===== src/rtl/uart_baud_gen_pkg.sv =====
// Package: shared constants for the UART baud tick generator.
// Assumes: consumers derive every width from these values.
package uart_baud_gen_pkg;
    localparam int unsigned BG_PRESCALE_DIV = 13;
    localparam int unsigned BG_RATE_W       = 8;
    localparam int unsigned BG_SEL_W        = 3;
    localparam int unsigned BG_OVERSAMPLE   = 8;
endpackage


===== src/rtl/bgen_prescaler.sv =====
// Module: bgen_prescaler
// Counts system clocks modulo DIV and raises a combinational strobe
// in the last cycle of each period.
// Assumes: DIV >= 2; rst_n is synchronous, active low.
module bgen_prescaler #(
    parameter int unsigned DIV = 13
) (
    input  logic clk,
    input  logic rst_n,
    output logic pre_strobe
);
    localparam int unsigned CW = $clog2(DIV);
    localparam logic [CW-1:0] LAST = CW'(DIV - 1);

    logic [CW-1:0] cnt_q;

    assign pre_strobe = (cnt_q == LAST);

    // Purpose: modulo-DIV cycle counter.
    always_ff @(posedge clk) begin
        if (!rst_n)          cnt_q <= '0;
        else if (pre_strobe) cnt_q <= '0;
        else                 cnt_q <= cnt_q + 1'b1;
    end
endmodule


===== src/rtl/bgen_rate_tap.sv =====
// Module: bgen_rate_tap
// Free-running binary rate counter that advances on each prescaler strobe.
// The selected bit paces the oversampling strobe, which fires when the
// low (sel+1) bits wrap to zero. The strobe therefore lands only on
// counter increments and cannot glitch when sel changes.
// Assumes: sel is stable around the clock edge; values of sel at or
// beyond RATE_W yield no strobe.
module bgen_rate_tap #(
    parameter int unsigned RATE_W = 8,
    parameter int unsigned SEL_W  = 3
) (
    input  logic             clk,
    input  logic             rst_n,
    input  logic             pre_strobe,
    input  logic [SEL_W-1:0] sel,
    output logic             x8_strobe
);
    localparam int unsigned SEL_SPAN = 1 << SEL_W;

    logic [RATE_W-1:0] rate_q;
    logic [RATE_W-1:0] wrap_flag;
    logic              tap;

    // Purpose: rate counter advancing once per prescaler period.
    always_ff @(posedge clk) begin
        if (!rst_n)          rate_q <= '0;
        else if (pre_strobe) rate_q <= rate_q + 1'b1;
    end

    // One flag per bit: low bits up to i are all ones, so the next increment wraps them.
    for (genvar i = 0; i < RATE_W; i++) begin : g_wrap
        assign wrap_flag[i] = &rate_q[i:0];
    end

    // Purpose: pick the wrap flag named by sel.
    always_comb begin
        tap = 1'b0;
        for (int k = 0; k < RATE_W; k++) begin
            if (k < SEL_SPAN && sel == SEL_W'(k)) tap = wrap_flag[k];
        end
    end

    assign x8_strobe = pre_strobe & tap;
endmodule


===== src/rtl/bgen_oversample_div.sv =====
// Module: bgen_oversample_div
// Registers the oversampling strobe as a one-cycle output and counts it
// modulo OVS. The bit tick is issued on the wrap, aligned with the
// oversampling tick.
// Assumes: OVS is a power of two >= 2; rst_n is synchronous, active low.
module bgen_oversample_div #(
    parameter int unsigned OVS = 8
) (
    input  logic clk,
    input  logic rst_n,
    input  logic x8_strobe,
    output logic x8_tick,
    output logic bit_tick
);
    localparam int unsigned DW = $clog2(OVS);
    localparam logic [DW-1:0] LAST = DW'(OVS - 1);

    logic [DW-1:0] div_q;
    logic          x8_q;
    logic          bit_q;

    // Purpose: register both ticks and advance the eighth-pulse counter.
    always_ff @(posedge clk) begin
        if (!rst_n) begin
            div_q <= '0;
            x8_q  <= 1'b0;
            bit_q <= 1'b0;
        end else begin
            x8_q  <= x8_strobe;
            bit_q <= x8_strobe && (div_q == LAST);
            if (x8_strobe) div_q <= (div_q == LAST) ? '0 : div_q + 1'b1;
        end
    end

    assign x8_tick  = x8_q;
    assign bit_tick = bit_q;
endmodule


===== src/rtl/uart_baud_gen.sv =====
// Module: uart_baud_gen (top)
// Chains prescaler, selectable rate counter and divide-by-OVS stage to
// produce one-cycle oversampling and bit-time enables on the system clock.
// Assumes: single clock domain; rate_sel driven synchronously.
module uart_baud_gen
    import uart_baud_gen_pkg::*;
#(
    parameter int unsigned PRESCALE_DIV = BG_PRESCALE_DIV,
    parameter int unsigned RATE_W       = BG_RATE_W,
    parameter int unsigned SEL_W        = BG_SEL_W,
    parameter int unsigned OVERSAMPLE   = BG_OVERSAMPLE
) (
    input  logic             clk,
    input  logic             rst_n,
    input  logic [SEL_W-1:0] rate_sel,
    output logic             tick_x8,
    output logic             tick_bit
);
    logic pre_strobe;
    logic x8_strobe;

    bgen_prescaler #(.DIV(PRESCALE_DIV)) u_pre (
        .clk        (clk),
        .rst_n      (rst_n),
        .pre_strobe (pre_strobe)
    );

    bgen_rate_tap #(.RATE_W(RATE_W), .SEL_W(SEL_W)) u_tap (
        .clk        (clk),
        .rst_n      (rst_n),
        .pre_strobe (pre_strobe),
        .sel        (rate_sel),
        .x8_strobe  (x8_strobe)
    );

    bgen_oversample_div #(.OVS(OVERSAMPLE)) u_div (
        .clk       (clk),
        .rst_n     (rst_n),
        .x8_strobe (x8_strobe),
        .x8_tick   (tick_x8),
        .bit_tick  (tick_bit)
    );
endmodule


===== config.mk =====
export PLATFORM = sky130hd
export DESIGN_NAME = uart_baud_gen
export DESIGN_NICKNAME = d
export VERILOG_FILES = /design/src/rtl/uart_baud_gen_pkg.sv /design/src/rtl/bgen_prescaler.sv /design/src/rtl/bgen_rate_tap.sv /design/src/rtl/bgen_oversample_div.sv /design/src/rtl/uart_baud_gen.sv
export SDC_FILE = /design/constraint.sdc
export NUM_CORES = 1
export LEC_CHECK = 0
export BUFFER_PORTS_ARGS = -buffer_cell sky130_fd_sc_hd__buf_2
export CORE_UTILIZATION = 35
export CTS_CLUSTER_DIAMETER = 150
export CTS_CLUSTER_SIZE = 12
export DETAILED_ROUTE_END_ITERATION = 6
export PLACE_DENSITY = 0.52
export SYNTH_ARGS = -nofsm -noshare
export SYNTH_HDL_FRONTEND = slang
export SYNTH_SLANG_ARGS = --single-unit

===== constraint.sdc =====
create_clock -name clk -period 2 [get_ports clk]
set_input_delay 0.3 -clock clk [delete_from_list [all_inputs] [get_ports clk]]
set_output_delay 0.3 -clock clk [all_outputs]
set_load 0.02 [all_outputs]

==> impl_metrics.yaml <==
floorplanning:
  ioPinCount: 7
  fp.dieW_microns: 50.61
  rows: 17
  core_region_area_sq_um: 2212
  start_util_pct: 37.39
  fp.dieH_microns: 50.61
  die_area_sq_um: 2561
critical_path:
  end_kind: "register"
  critPathKind: "register to register"
  critPathRequiredTime_ns: 2.22
  r2r_start: "u_tap.rate_q[0]"
  crit_slowest_cell: "a311o_1"
  arrival_ns: 2.07
  critical-path-max-stage-delay_ns: 0.44
  reg2reg_to: "u_div.div_q[0]"
  start_kind: "register"
  r2r_slack_ns: 0.15
  cp_top_family: "simple AND/OR/NAND/NOR gates"
  path_max_fanout: 4
  r2r_cells: 6
  crit_chain: "ha_1 > and3_4 > nand4_1 > a311o_1 > nor3_4 > mux2i_1"
  cp_num_buf_inv: 0
sta:
  worstMarginPinSlew_ns: 0.4711
  hold_viol_final: 0
  clock.fmax_mhz: 540.1
  rsz0062_at_grt: "no"
  setup_viol: 0
  setup-tns-final_ns: 0
  hold_slack_ns: 0.3104
  layout_min_cycle_time_ns: 1.852
  relSlewSlack_pct: 68.59
  skew_ns: 0.01005
  fin_crit_sh_pct: 92.58
  finalMaxSlewViolations: 0
power:
  cellPowerDensity_nw_per_um2: 614.5
  ir_drop_v: 0.0002693
  power_uw: 565.1
  leakagePower_nw: 0.3701
grt:
  antenna_found_initial: 0
  track_usage_pct: 12.96
  grt_overflow: 0
  grt_pass1_vias: 627
  grt_max_degree: 12
  grt_pass1_wl_microns: 2559
logic_synthesis:
  synth_edf_count: 0
  synth_cells: 92
  synth_area_leaders: "dfxtp_1, ha_1, nand2_1"
  netlist.top_cell.by_area: "dfxtp_1"
  synth_seq_cells: 17
  synth_warnings: 0
  synthFlopType: "dfxtp_1"
  syn-cell-area_sq_um: 827.0
  async_flop_share_pct: 0
  synth_most_common_cell: "dfxtp_1"
  yosys.area.top_type_share_pct: 41.15
  synthTopCellsByCount: "dfxtp_1, nand2_1, nor2_1"
  yosysUniqueCellTypes: 25
  synth_nets: 104
  yosysSeqAreaShare_pct: 41.15
  synthesis.area_per_instance_sq_um: 8.990
drt:
  vias_per_cell: 4.930
  drtIter0Drc: 6
  vias: 636
  antenna_left: 0
  wl_per_cell_microns: 11.29
  drt_first_pass_iters: 4
  drc: 0
  finalWirelength_microns: 1457
clock_tree:
  cts_sinks: 17
  cts_buffers: 3
  holdBufCountCts: 0
  post_cts_buffers: 0
  clock_latency_ns: 0.28
  cts_htree_levels: 1
  cts_root_buf: "clkbuf_4"
  ctsResizeCount: 0
  cts_tree: "yes"
  clk_pin_slew_ns: 0.11
  clk_path_buf_depth: 2
hold_path:
  hold_end: "u_pre.cnt_q[0]"
  hold_depth: 3
  hp-class: "input pin to register"
  min_from: "rst_n"
final_layout:
  nNetsFinal: 114
  fin_util_pct: 41.57
  stdcell_count: 129
  syn_to_final_growth_pct: 11.20
  drive_above_1_share_pct: 14.85
  diodes: 0
placed_design:
  portBuffers: 6
  place_inst: 125
  gp_congestion: 0.7606
  dp_hpwl_microns: 1104
job:
  drv_cap: 0
status:
  status: "complete, no violations"
layout make-up:
class                           count  area (sq um)
Multi-Input combinational cell     68         460.4
Inverter                            5         18.77
Tap cell                           28         35.03
Timing Repair Buffer                7         37.54
Clock inverter                      1         5.005
Fill cell                         241          1292
Clock buffer                        3         22.52
Sequential cell                    17         340.3
registers in the layout (all words and copies together) (netlist names):
| name | flops |
|---|---|
| u_div.div_q | 3 |
| u_pre.cnt_q | 4 |
| u_tap.rate_q | 8 |
| u_div.x8_tick | 1 |
| u_div.bit_tick | 1 |
per-stage QoR:
stage / area [sq um] / worst slack [ns]
after global placement: 892.1 / 0.1635
after floorplan: 827.0 / 0.2343
after CTS: 919.6 / 0.07545
final: 919.6 / 0.1483
after detailed placement: 892.1 / 0.09673
after global routing: 919.6 / 0.03458
kinds of logic (layout without fill, tap and decap cells):
| kind of cell | count (synthesis) | count (layout) | share of synthesized area, % |
|---|---|---|---|
| XOR/XNOR | 5 | 5 | 5.295 |
| AO/OA/AOI/OAI | 13 | 13 | 9.681 |
| adder cells (fa/ha/maj) | 7 | 7 | 10.59 |
| multiplexers | 3 | 3 | 3.631 |
| flip-flops | 17 | 17 | 41.15 |
| buffers and inverters | 7 | 16 | 3.178 |
| AND/OR/NAND/NOR | 40 | 40 | 26.48 |
worst register-to-register path, cell delays in order, from the launching register on:
cell,delay (ns)
dfxtp_1,0.40
ha_1,0.22
and3_4,0.21
nand4_1,0.09
a311o_1,0.44
nor3_4,0.23
mux2i_1,0.22
worst max-delay path by stage:
stage                         start              to  slack (ns)  cells past startpoint
floorplan           u_tap.rate_q[0]  u_div.div_q[0]        0.23                      6
global placement    u_tap.rate_q[0]  u_div.div_q[1]        0.16                      6
detailed placement  u_tap.rate_q[0]  u_div.div_q[1]         0.1                      6
CTS                 u_tap.rate_q[0]  u_div.div_q[0]        0.08                      6
global route        u_tap.rate_q[0]  u_div.div_q[2]        0.03                      7
finish              u_tap.rate_q[0]  u_div.div_q[0]        0.15                      6
cell usage in the layout (no fill, tap or decap), drive strengths merged:
cell type  synthesis  layout
a2111oi            1       1
a21oi              7       7
a311o              1       1
and2               1       1
and3               4       4
buf                0       7
clkbuf             2       3
clkinv             0       1
dfxtp             17      17
ha                 7       7
inv                5       5
mux2i              3       3
nand2             15      15
nand2b             1       1
nand3              3       3
nand4              1       1
nor2               8       8
nor2b              1       1
nor3               2       2
nor4               1       1
o21ai              3       3
o221a              1       1
or3                2       2
or4                1       1
xnor2              5       5
where the power goes:
group | switching, mW | leakage [nW] | internal (mW)
clock | 0.105 | 0.0177 | 0.0741
sequential | 0.00453 | 0.138 | 0.344
combinational | 0.0236 | 0.215 | 0.0142
routing by layer:
metal	share of wire (%)	up-vias	wire length [microns]	track usage (%)
met3	3.0	2	43	2.727
met1	52	291	754	17.60
met2	44	7	644	20.22
li1	-	336	-	-
met5	0	-	0	0
met4	0.96	0	14	4.167
(Power assumes the default switching activity.)
